==> src/rtl/rename_pkg.sv <==
package rename_pkg;

    typedef enum logic [2:0] {
        RC_INT  = 3'd0,
        RC_FP   = 3'd1,
        RC_CC   = 3'd2,
        RC_MISC = 3'd3,
        RC_NONE = 3'd4
    } reg_class_e;

endpackage

==> src/rtl/rename_idx_decode.sv <==
module rename_idx_decode
    import rename_pkg::*;
#(
    parameter int ARCH_W = 5,
    parameter int REL_W  = 3,
    parameter int N_INT  = 8,
    parameter int N_FP   = 8,
    parameter int N_CC   = 4,
    parameter int N_MISC = 4
) (
    input  logic [ARCH_W-1:0] arch,
    output reg_class_e        cls,
    output logic [REL_W-1:0]  rel
);
    localparam int B_FP   = N_INT;
    localparam int B_CC   = B_FP + N_FP;
    localparam int B_MISC = B_CC + N_CC;
    localparam int B_END  = B_MISC + N_MISC;

    // Class ranges sit back to back in fixed order; the rest is unmapped
    always_comb begin
        int a;
        a = int'(arch);
        if (a < B_FP) begin
            cls = RC_INT;
            rel = REL_W'(a);
        end else if (a < B_CC) begin
            cls = RC_FP;
            rel = REL_W'(a - B_FP);
        end else if (a < B_MISC) begin
            cls = RC_CC;
            rel = REL_W'(a - B_CC);
        end else if (a < B_END) begin
            cls = RC_MISC;
            rel = REL_W'(a - B_MISC);
        end else begin
            cls = RC_NONE;
            rel = '0;
        end
    end
endmodule

==> src/rtl/rename_class_map.sv <==
module rename_class_map #(
    parameter int NREG     = 8,
    parameter int NPHYS    = 16,
    parameter int TAG_W    = 4,
    parameter int REL_W    = 3,
    parameter bit HAS_ZERO = 1'b1,
    parameter int ZERO_IDX = 0
) (
    input  logic             clk,
    input  logic             rst_n,
    input  logic [REL_W-1:0] lk_idx,
    output logic [TAG_W-1:0] lk_tag,
    input  logic             ren_req,
    input  logic [REL_W-1:0] ren_idx,
    output logic             ren_ok,
    output logic [TAG_W-1:0] ren_new,
    output logic [TAG_W-1:0] ren_prev,
    input  logic             wr_en,
    input  logic [REL_W-1:0] wr_idx,
    input  logic [TAG_W-1:0] wr_tag,
    input  logic             rel_en,
    input  logic [TAG_W-1:0] rel_tag
);
    localparam int IDX_W = (NREG > 1) ? $clog2(NREG) : 1;
    localparam int PTR_W = (NPHYS > 1) ? $clog2(NPHYS) : 1;
    localparam int CNT_W = $clog2(NPHYS + 1);
    localparam int NFREE = NPHYS - NREG;

    typedef struct packed {
        logic [NREG-1:0][TAG_W-1:0]  map;
        logic [NPHYS-1:0][TAG_W-1:0] fifo;
        logic [PTR_W-1:0]            head;
        logic [PTR_W-1:0]            tail;
        logic [CNT_W-1:0]            cnt;
    } map_state_t;

    function automatic map_state_t init_state();
        map_state_t s;
        s = '0;
        for (int i = 0; i < NREG; i++) s.map[i] = TAG_W'(i);
        for (int j = 0; j < NFREE; j++) s.fifo[j] = TAG_W'(NREG + j);
        s.tail = PTR_W'(NFREE % NPHYS);
        s.cnt  = CNT_W'(NFREE);
        return s;
    endfunction

    localparam map_state_t RST_STATE = init_state();

    function automatic logic [PTR_W-1:0] ptr_next(input logic [PTR_W-1:0] p);
        return (p == PTR_W'(NPHYS - 1)) ? '0 : p + 1'b1;
    endfunction

    map_state_t s_d, s_q;

    logic [IDX_W-1:0] lk_i, ren_i, wr_i;
    logic             lk_in, ren_in, wr_in;
    logic             ren_zero, wr_zero;
    logic             pop, push;

    assign lk_i   = lk_idx[IDX_W-1:0];
    assign ren_i  = ren_idx[IDX_W-1:0];
    assign wr_i   = wr_idx[IDX_W-1:0];
    assign lk_in  = ({1'b0, lk_idx}  < (REL_W+1)'(NREG));
    assign ren_in = ({1'b0, ren_idx} < (REL_W+1)'(NREG));
    assign wr_in  = ({1'b0, wr_idx}  < (REL_W+1)'(NREG));

    generate
        if (HAS_ZERO) begin : g_zero
            assign ren_zero = ren_in && (ren_i == IDX_W'(ZERO_IDX));
            assign wr_zero  = wr_in  && (wr_i  == IDX_W'(ZERO_IDX));
        end else begin : g_nozero
            assign ren_zero = 1'b0;
            assign wr_zero  = 1'b0;
        end
    endgenerate

    assign lk_tag   = lk_in  ? s_q.map[lk_i]  : '0;
    assign ren_prev = ren_in ? s_q.map[ren_i] : '0;
    assign ren_new  = ren_zero ? ren_prev : s_q.fifo[s_q.head];
    assign ren_ok   = ren_zero || (s_q.cnt != '0);

    always_comb begin
        s_d  = s_q;
        pop  = ren_req && ren_in && !ren_zero && (s_q.cnt != '0);
        push = rel_en && (s_q.cnt != CNT_W'(NPHYS));
        if (pop) begin
            s_d.map[ren_i] = s_q.fifo[s_q.head];
            s_d.head       = ptr_next(s_q.head);
        end
        if (wr_en && wr_in && !wr_zero) begin
            s_d.map[wr_i] = wr_tag;
        end
        if (push) begin
            s_d.fifo[s_q.tail] = rel_tag;
            s_d.tail           = ptr_next(s_q.tail);
        end
        s_d.cnt = s_q.cnt + CNT_W'(push) - CNT_W'(pop);
    end

    always_ff @(posedge clk) begin
        if (!rst_n) s_q <= RST_STATE;
        else        s_q <= s_d;
    end
endmodule

==> src/rtl/rename_table.sv <==
module rename_table
    import rename_pkg::*;
#(
    parameter int ARCH_W   = 5,
    parameter int N_INT    = 8,
    parameter int N_FP     = 8,
    parameter int N_CC     = 4,
    parameter int N_MISC   = 4,
    parameter int P_INT    = 16,
    parameter int P_FP     = 16,
    parameter int P_CC     = 8,
    parameter int INT_ZERO = 0,
    parameter int FP_ZERO  = 0,
    localparam int MAX_P01 = (P_INT > P_FP) ? P_INT : P_FP,
    localparam int MAX_P   = (MAX_P01 > P_CC) ? ((MAX_P01 > N_MISC) ? MAX_P01 : N_MISC)
                                              : ((P_CC > N_MISC) ? P_CC : N_MISC),
    localparam int TAG_W   = (MAX_P > 1) ? $clog2(MAX_P) : 1
) (
    input  logic              clk,
    input  logic              rst_n,
    input  logic              ren_valid,
    input  logic [ARCH_W-1:0] ren_arch,
    output logic              ren_ready,
    output logic [TAG_W-1:0]  ren_new_tag,
    output logic [TAG_W-1:0]  ren_prev_tag,
    output logic              ren_err,
    input  logic [ARCH_W-1:0] lk_arch,
    output logic [TAG_W-1:0]  lk_tag,
    output logic              lk_err,
    input  logic              wr_valid,
    input  logic [ARCH_W-1:0] wr_arch,
    input  logic [TAG_W-1:0]  wr_tag,
    output logic              wr_err,
    input  logic              rel_valid,
    input  logic [ARCH_W-1:0] rel_arch,
    input  logic [TAG_W-1:0]  rel_tag
);
    localparam int MAX_R01 = (N_INT > N_FP) ? N_INT : N_FP;
    localparam int MAX_R23 = (N_CC > N_MISC) ? N_CC : N_MISC;
    localparam int MAX_R   = (MAX_R01 > MAX_R23) ? MAX_R01 : MAX_R23;
    localparam int REL_W   = (MAX_R > 1) ? $clog2(MAX_R) : 1;
    localparam int N_CLS   = 3;

    localparam int NREG_A [N_CLS] = '{N_INT, N_FP, N_CC};
    localparam int NPHY_A [N_CLS] = '{P_INT, P_FP, P_CC};
    localparam bit HASZ_A [N_CLS] = '{1'b1, 1'b1, 1'b0};
    localparam int ZIDX_A [N_CLS] = '{INT_ZERO, FP_ZERO, 0};

    reg_class_e       cls_ren, cls_lk, cls_wr, cls_rel;
    logic [REL_W-1:0] rel_ren, rel_lk, rel_wr, rel_rel;

    rename_idx_decode #(.ARCH_W(ARCH_W), .REL_W(REL_W), .N_INT(N_INT), .N_FP(N_FP),
                        .N_CC(N_CC), .N_MISC(N_MISC))
        u_dec_ren (.arch(ren_arch), .cls(cls_ren), .rel(rel_ren));
    rename_idx_decode #(.ARCH_W(ARCH_W), .REL_W(REL_W), .N_INT(N_INT), .N_FP(N_FP),
                        .N_CC(N_CC), .N_MISC(N_MISC))
        u_dec_lk (.arch(lk_arch), .cls(cls_lk), .rel(rel_lk));
    rename_idx_decode #(.ARCH_W(ARCH_W), .REL_W(REL_W), .N_INT(N_INT), .N_FP(N_FP),
                        .N_CC(N_CC), .N_MISC(N_MISC))
        u_dec_wr (.arch(wr_arch), .cls(cls_wr), .rel(rel_wr));
    rename_idx_decode #(.ARCH_W(ARCH_W), .REL_W(REL_W), .N_INT(N_INT), .N_FP(N_FP),
                        .N_CC(N_CC), .N_MISC(N_MISC))
        u_dec_rel (.arch(rel_arch), .cls(cls_rel), .rel(rel_rel));

    logic [N_CLS-1:0] ok_c;
    logic [TAG_W-1:0] new_c  [N_CLS];
    logic [TAG_W-1:0] prev_c [N_CLS];
    logic [TAG_W-1:0] lkt_c  [N_CLS];
    logic             ren_go;

    // A direct write owns the cycle; renames wait so the two never collide
    assign ren_go = ren_valid && !wr_valid;

    generate
        for (genvar g = 0; g < N_CLS; g++) begin : g_cls
            rename_class_map #(
                .NREG(NREG_A[g]), .NPHYS(NPHY_A[g]), .TAG_W(TAG_W), .REL_W(REL_W),
                .HAS_ZERO(HASZ_A[g]), .ZERO_IDX(ZIDX_A[g])
            ) u_map (
                .clk     (clk),
                .rst_n   (rst_n),
                .lk_idx  (rel_lk),
                .lk_tag  (lkt_c[g]),
                .ren_req (ren_go && (cls_ren == reg_class_e'(g))),
                .ren_idx (rel_ren),
                .ren_ok  (ok_c[g]),
                .ren_new (new_c[g]),
                .ren_prev(prev_c[g]),
                .wr_en   (wr_valid && (cls_wr == reg_class_e'(g))),
                .wr_idx  (rel_wr),
                .wr_tag  (wr_tag),
                .rel_en  (rel_valid && (cls_rel == reg_class_e'(g))),
                .rel_tag (rel_tag)
            );
        end
    endgenerate

    function automatic logic [TAG_W-1:0] misc_tag(input logic [REL_W-1:0] r);
        return TAG_W'(r);
    endfunction

    always_comb begin
        ren_ready    = !wr_valid;
        ren_new_tag  = '0;
        ren_prev_tag = '0;
        unique case (cls_ren)
            RC_INT, RC_FP, RC_CC: begin
                ren_ready    = !wr_valid && ok_c[cls_ren[1:0]];
                ren_new_tag  = new_c[cls_ren[1:0]];
                ren_prev_tag = prev_c[cls_ren[1:0]];
            end
            RC_MISC: begin
                ren_new_tag  = misc_tag(rel_ren);
                ren_prev_tag = misc_tag(rel_ren);
            end
            default: ;
        endcase
    end

    always_comb begin
        lk_tag = '0;
        unique case (cls_lk)
            RC_INT, RC_FP, RC_CC: lk_tag = lkt_c[cls_lk[1:0]];
            RC_MISC:              lk_tag = misc_tag(rel_lk);
            default: ;
        endcase
    end

    assign ren_err = ren_valid && (cls_ren == RC_NONE);
    assign lk_err  = (cls_lk == RC_NONE);
    assign wr_err  = wr_valid && ((cls_wr == RC_NONE) ||
                     ((cls_wr == RC_MISC) && (wr_tag != misc_tag(rel_wr))));
endmodule

==> config.mk <==
export PLATFORM = sky130hd
export DESIGN_NAME = rename_table
export DESIGN_NICKNAME = d
export VERILOG_FILES = /design/src/rtl/rename_pkg.sv /design/src/rtl/rename_idx_decode.sv /design/src/rtl/rename_class_map.sv /design/src/rtl/rename_table.sv
export SDC_FILE = /design/constraint.sdc
export NUM_CORES = 1
export LEC_CHECK = 0
export BUFFER_PORTS_ARGS = -buffer_cell sky130_fd_sc_hd__buf_4
export CAP_MARGIN = 10
export CORE_MARGIN = 10
export CORE_UTILIZATION = 45
export DETAILED_ROUTE_END_ITERATION = 7
export PLACE_DENSITY_LB_ADDON = 0.25
export SLEW_MARGIN = 5
export SYNTH_ARGS = -nofsm -noshare
export SYNTH_HDL_FRONTEND = slang
export SYNTH_SLANG_ARGS = --single-unit
==> constraint.sdc <==
create_clock -name clk -period 7.7 [get_ports clk]
set_input_delay 1.155 -clock clk [delete_from_list [all_inputs] [get_ports clk]]
set_output_delay 1.155 -clock clk [all_outputs]
set_load 0.01 [all_outputs]
# Yosys cells after proc, flatten, opt, wreduce, memory -nomap -nowiden
# Index checks and enable logic that the tools add are counted.
totals:
  output_inout_bits: 16
  reg_bits: 276
  word_cells: 307
  in_bits: 33
classes:
  bitwise_logic: 2
  n_addsub: 21
  reduce_logical: 50
  n_mux: 100
  order_cmp: 41
  eq_ne: 24
ops:
  columns: ["operator", "count"]
  rows:
  - ["$bwmux 32", 5]
  - ["$bwmux 64", 2]
  - ["$mux 32", 4]
  - ["$mux 4", 30]
  - ["$mux 3", 30]
  - ["$bmux 4 s3", 5]
  - ["$lt 5x5->1 const B", 12]
  - ["$bmux 4 s2", 5]
  - ["$demux 4 s3", 3]
  - ["$logic_and 1x1->1", 33]
  - ["$bmux 4 s4", 2]
  - ["$bwmux 16", 2]
  - ["$demux 4 s4", 2]
  - ["$mux 16", 2]
  - ["$pmux 4 s2", 3]
  - ["$eq 3x2->1 const B", 7]
  - ["$lt 3x4->1 const B", 5]
  - ["$lt 4x5->1 const B", 4]
  - ["$lt 5x4->1 const B", 4]
  - ["$logic_not 3->1", 6]
  - ["$sub 3x1->3 const B", 6]
  - ["$add 4x1->4 const B", 4]
  - ["$demux 4 s2", 2]
  - ["$eq 4x4->1 const B", 4]
  - ["other kinds (25)", 56]

# Longest topological paths before layout
logic_depth:
  depth_word: 13
  mapped_depth: 14
  mapped_depth_nobuf: 14

# Hierarchy
# A second synthesis with hierarchy kept.
hier_totals:
  cells_unflattened: 1662
  hier_area_um2: 15975.3
by_module_without_submodules:
  columns: ["mod", "seq_area_each_um2", "area_per_inst_um2", "cells_per_inst", "instances"]
  rows:
  - ["rename_class_map at g_cls[0].u_map", 2182.1, 6097.1, 633, 1]
  - ["rename_class_map at g_cls[1].u_map", 2182.1, 6012.0, 630, 1]
  - ["rename_class_map at g_cls[2].u_map", 1161.1, 3070.4, 310, 1]
  - ["rename_table", 0.0, 585.6, 61, 1]
  - ["rename_idx_decode", 0.0, 52.6, 7, 4]

# Worst setup path before layout
# No wires, ideal clock.
synth_path:
  kind: "input -> output"
  startpoint: "input port lk_arch[2]"
  endpoint: "output port lk_tag[0]"
  t_arrival_ps: 2824
  slack_ps: 3721
  n_path_buf: 1
  path_stages: 6
  t_required_ps: 6545
  cell_sequence: "buf_2 > inv_1 > nor2_1 > mux4_2 > mux4_2 > o2bb2ai_1"
synth_via:
  elab_chain_len: 12
  word_cells_on_any_way: 33
  cone_classes: "3 x add/sub; 5 x order compare; 3 x eq/ne; 19 x mux; 1 x bitwise; 2 x reduce/logical"
synth_rtl:
  columns: ["element", "line_no", "text"]
  rows:
  - ["start: declaration", "rename_table.sv:27", "input logic [ARCH_W-1:0] lk_arch,"]
  - ["$lt 5x5->1", "rename_idx_decode.sv:33", "end else if (a < B_END) begin"]
  - ["$mux 3", "rename_idx_decode.sv:33", null]
  - ["$mux 3", "rename_idx_decode.sv:30", "end else if (a < B_MISC) begin"]
  - ["$mux 3", "rename_idx_decode.sv:27", "end else if (a < B_CC) begin"]
  - ["$mux 3", "rename_idx_decode.sv:24", "if (a < B_FP) begin"]
  - ["$bmux 4 s2", "rename_class_map.sv:77", "assign lk_tag = lk_in ? s_q.map[lk_i] : '0;"]
  - ["$mux 4 (implied by the code)", "rename_class_map.sv:77", null]
  - ["$mux 4", "rename_class_map.sv:77", null]
  - ["$bmux 4 s2", "rename_table.sv:123", "RC_INT, RC_FP, RC_CC: lk_tag = lkt_c[cls_lk[1:0]];"]
  - ["$mux 4 (implied by the code) (2 in a row)", "rename_table.sv:123", null]
  - ["$pmux 4 s2 (*)", "rename_table.sv:122", "unique case (cls_lk)"]
  - ["end: declaration", "rename_table.sv:28", "output logic [TAG_W-1:0] lk_tag,"]
# Every way passes the cells marked *; elsewhere a longest branch is shown, timed or not. The select of a mux whose other input is x is not followed.

# Worst setup path after layout
layout_path:
  startpoint: "input port ren_arch[2]"
  endpoint: "output port ren_new_tag[0]"
layout_via:
  elab_chain_len: 12
  word_cells_on_any_way: 32
  cone_classes: "3 x add/sub; 4 x order compare; 3 x eq/ne; 18 x mux; 1 x bitwise; 3 x reduce/logical"
layout_rtl:
  columns: ["element", "line_no", "text"]
  rows:
  - ["start: declaration", "rename_table.sv:22", "input logic [ARCH_W-1:0] ren_arch,"]
  - ["$lt 5x5->1 or $sub 3x3->3 (tied branches)", "rename_idx_decode.sv:33, rename_idx_decode.sv:35", null]
  - ["$mux 3", "rename_idx_decode.sv:33", null]
  - ["$mux 3", "rename_idx_decode.sv:30", null]
  - ["$mux 3", "rename_idx_decode.sv:27", null]
  - ["$mux 3", "rename_idx_decode.sv:24", null]
  - ["$bmux 4 s3", "rename_class_map.sv:78", "assign ren_prev = ren_in ? s_q.map[ren_i] : '0;"]
  - ["$mux 4 (implied by the code)", "rename_class_map.sv:78", null]
  - ["$mux 4", "rename_class_map.sv:79", "assign ren_new = ren_zero ? ren_prev : s_q.fifo[s_q.head];"]
  - ["$bmux 4 s2", "rename_table.sv:109", "ren_new_tag = new_c[cls_ren[1:0]];"]
  - ["$mux 4 (implied by the code) (2 in a row)", "rename_table.sv:109", null]
  - ["$pmux 4 s2 (*)", "rename_table.sv:106", "unique case (cls_ren)"]
  - ["end: declaration", "rename_table.sv:24", "output logic [TAG_W-1:0] ren_new_tag,"]
# Marked as above.

==> flow_metrics.tcl <==
set metrics [dict create \
    fin_util_pct 50.09 \
    clock_latency_ns 0.59 \
    worstHoldStart "g_cls[0].u_map.s_q[30]$_SDFFE_PN0P_" \
    synth-edff-count 0 \
    syn_to_final_growth_pct 10.19 \
    drtIter0Drc 1246 \
    fill_cells 3052 \
    die_w_um 201.1 \
    finClkSkew_ns 0.01674 \
    r2r-start "g_cls[2].u_map.s_q[2]$_SDFF_PN1_" \
    pwr-share-clk_pct 44.5 \
    report.final.slew_viol_count 0 \
    firstDrtPassIters 5 \
    critPathCaptureType "primary output" \
    syn_nets 1716 \
    hold_class "reg2reg" \
    cp.arrival_ns 3.88 \
    diodes 0 \
    crit_path_start_kind "input pin" \
    fin_tns_setup_ns 0 \
    gp_congestion 0.9766 \
    grt_pass1_wl_um 69240 \
    regToRegSetupSlack_ns 4.45 \
    crit_family "compound AO/OA/AOI/OAI gates" \
    vdd_ir_drop_max_uv 167.7 \
    cp_data_required_time_ns 6.55 \
    yosys_most_used_dff "dfxtp_1" \
    final_layout_size_suffix_gt1_share_pct 10.96 \
    min_to "g_cls[0].u_map.s_q[30]$_SDFFE_PN0P_" \
    drc 0 \
    setup_viol 0 \
    rsz0062_at_grt "no" \
    final_antenna_net_count 0 \
    synth_cells 1650 \
    worst-setup-path-type "in2out" \
    avgSynthCellArea_um2 8.941 \
    fmax_mhz 198.6 \
    power_uw 3314 \
    period_share_pct 65.40 \
    path_cells "buf_4, nor2b_1, nor2_1, a2111oi_0, a211oi_1, buf_4" \
    slew_headroom_pct 6.426 \
    port_buffers 46 \
    reg2reg_to "g_cls[2].u_map.s_q[2]$_SDFF_PN1_" \
    p_int_uw 2448 \
    core_um2 32450 \
    grt_max_degree 84 \
    worstPathMaxFanout 18 \
    reg.largest.list "g_cls.u_map.s_q: 276 flops" \
    status "finished clean" \
    grt_pass1_vias 11860 \
    root_buffer "clkbuf_16" \
    pwr-share-comb_pct 11.0 \
    maxCapViolCount 0 \
    yosysUniqueCellTypes 83 \
    max_stage_delay_ns 0.99 \
    dp_hpwl_um 30650 \
    die_h_um 201.1 \
    die-area_um2 40430 \
    switching_share_pct 26.12 \
    global_route.overflow_total 0 \
    htreeDepth 1 \
    floorplan.initialDensity_pct 45.46 \
    power_leakage_uw 0.006832 \
    largest_reg_flops 276 \
    cts_buffer_depth 3 \
    cts_setup_buffers 0 \
    antenna_found_initial 0 \
    seq_area_frac_synth_pct 37.45 \
    nNetsFinal 1689 \
    vias_per_cell 6.019 \
    wl_per_cell_um 21.20 \
    hold_viol_final 0 \
    period_needed_ns 5.035 \
    postRouteWirelength_um 44210 \
    io_pins 49 \
    synth_seq_cells 276 \
    holdBufCountCts 0 \
    cts.repair.resized 0 \
    rr_worst_depth 11 \
    synth_warnings 0 \
    seqPwrFrac_pct 44.6 \
    cp_common_cell "buf_4" \
    placementRows 66 \
    ys_async_sr_fraction_pct 0 \
    hold_path_depth 2 \
    syn-cell-area_um2 14750 \
    tightest_slew_ns 1.385 \
    power_density_nw_per_um2 203.8 \
    vias 12550 \
    netSwitchingPower_uw 865.6 \
    tritoncts "done" \
    cpMaxStageDelayCell "a2111oi_0" \
    grtUsageTotal_pct 21.03 \
    clkSlewWorstSetupHoldPaths_ns 0.06 \
    critPathBufInv 2 \
    numCtsBuffers 31 \
    top_register "g_cls.u_map.s_q" \
    clkSinkCount 276 \
]
==> synth_stat cells, types with 11 or more instances <==
master	instances	area share [%]
dfxtp_1	276	37
nand2_1	205	5.2
mux2i_1	203	14
nor2_1	193	4.9
clkbuf_1	76	1.9
a21oi_1	72	2.4
nand3_1	68	2.3
inv_1	51	1.3
o21ai_0	42	1.4
o221ai_1	41	2.4
mux4_2	39	6.0
ha_1	30	2.5
buf_2	26	0.88
and2_1	22	0.93
nor2b_1	18	0.76
nor3_1	17	0.58
mux2_2	16	1.2
o211ai_1	14	0.71
a211oi_1	12	0.61
a221oi_1	12	0.71
o22ai_1	12	0.51
nand2b_1	11	0.47
==> cells by family after synthesis <==
group,Yosys count,share of synthesized area (%)
simple gates,593,18.40
buf+inv,172,4.724
mux,258,20.95
fa+ha+maj,33,2.951
xor+xnor,15,0.8905
compound gates,303,14.64
flops,276,37.45
==> routing by layer <==
layer	GRT usage [%]	vias up	wire length, µm
li1	-	5898	-
met1	28.58	6020	19630
met2	32.62	509	19750
met3	3.857	122	3135
met5	0	-	0
met4	7.655	0	1694
==> metrics by stage <==
step           instances  setup slack [ns]  hold WS [ns]  area [µm²]
3_5_place_dp        2032             2.764        0.4494       15260
3_3_place_gp        2032             2.769        0.4379       15260
2_1_floorplan       1650             3.721        0.4287       14750
6_report            2085             2.665        0.4550       16260
5_1_grt             2085             2.370        0.4872       16260
4_1_cts             2085             2.754        0.4578       16260
==> placed cells by master, fill, tap and decap left out, types with 22 or more instances in the layout <==
cell | Yosys | layout
nand2_1 | 205 | 205
and2_1 | 22 | 22
mux4_2 | 39 | 39
a21oi_1 | 72 | 72
o221ai_1 | 41 | 41
nor2_1 | 193 | 193
clkbuf_16 | 0 | 31
buf_4 | 4 | 58
o21ai_0 | 42 | 42
nand3_1 | 68 | 68
ha_1 | 30 | 30
inv_1 | 51 | 51
mux2i_1 | 203 | 203
dfxtp_1 | 276 | 276
==> worst min-delay path, stage by stage, from the launching register on <==
cell     delay [ns]
dfxtp_1        0.31
nand2_1        0.05
a21oi_1        0.05
==> how the worst max path moves through the flow <==
stage | start | to | slack [ns] | cells past startpoint
after floorplan | lk_arch[2] | lk_tag[0] | 3.72 | 6
after global placement | ren_arch[2] | ren_new_tag[0] | 2.77 | 6
after detailed placement | ren_arch[2] | ren_new_tag[0] | 2.76 | 6
after CTS | ren_arch[2] | ren_new_tag[0] | 2.75 | 6
after global routing | ren_arch[2] | ren_new_tag[0] | 2.37 | 6
final | ren_arch[2] | ren_new_tag[0] | 2.66 | 6
==> area by class of cell <==
class	count	area, µm²	area share [%]
clock buffers	46	892.1	5.488
clock inverters	7	107.6	0.6619
inverters	54	205.2	1.262
multi-input cells	1202	8537	52.52
flip-flops and latches	276	5525	33.99
well taps	442	553.0	3.402
repair buffers	58	435.4	2.679
==> power by group through the flow <==
stage,logic [µW],clock network (µW),registers (µW)
global placement,354,0,1510
finish,363,1470,1480
CTS,360,1500,1480
detailed placement,357,0,1510
global route,395,1560,1480
floorplan,252,0,1500
No activity file was read; power rests on OpenSTA's default activity.
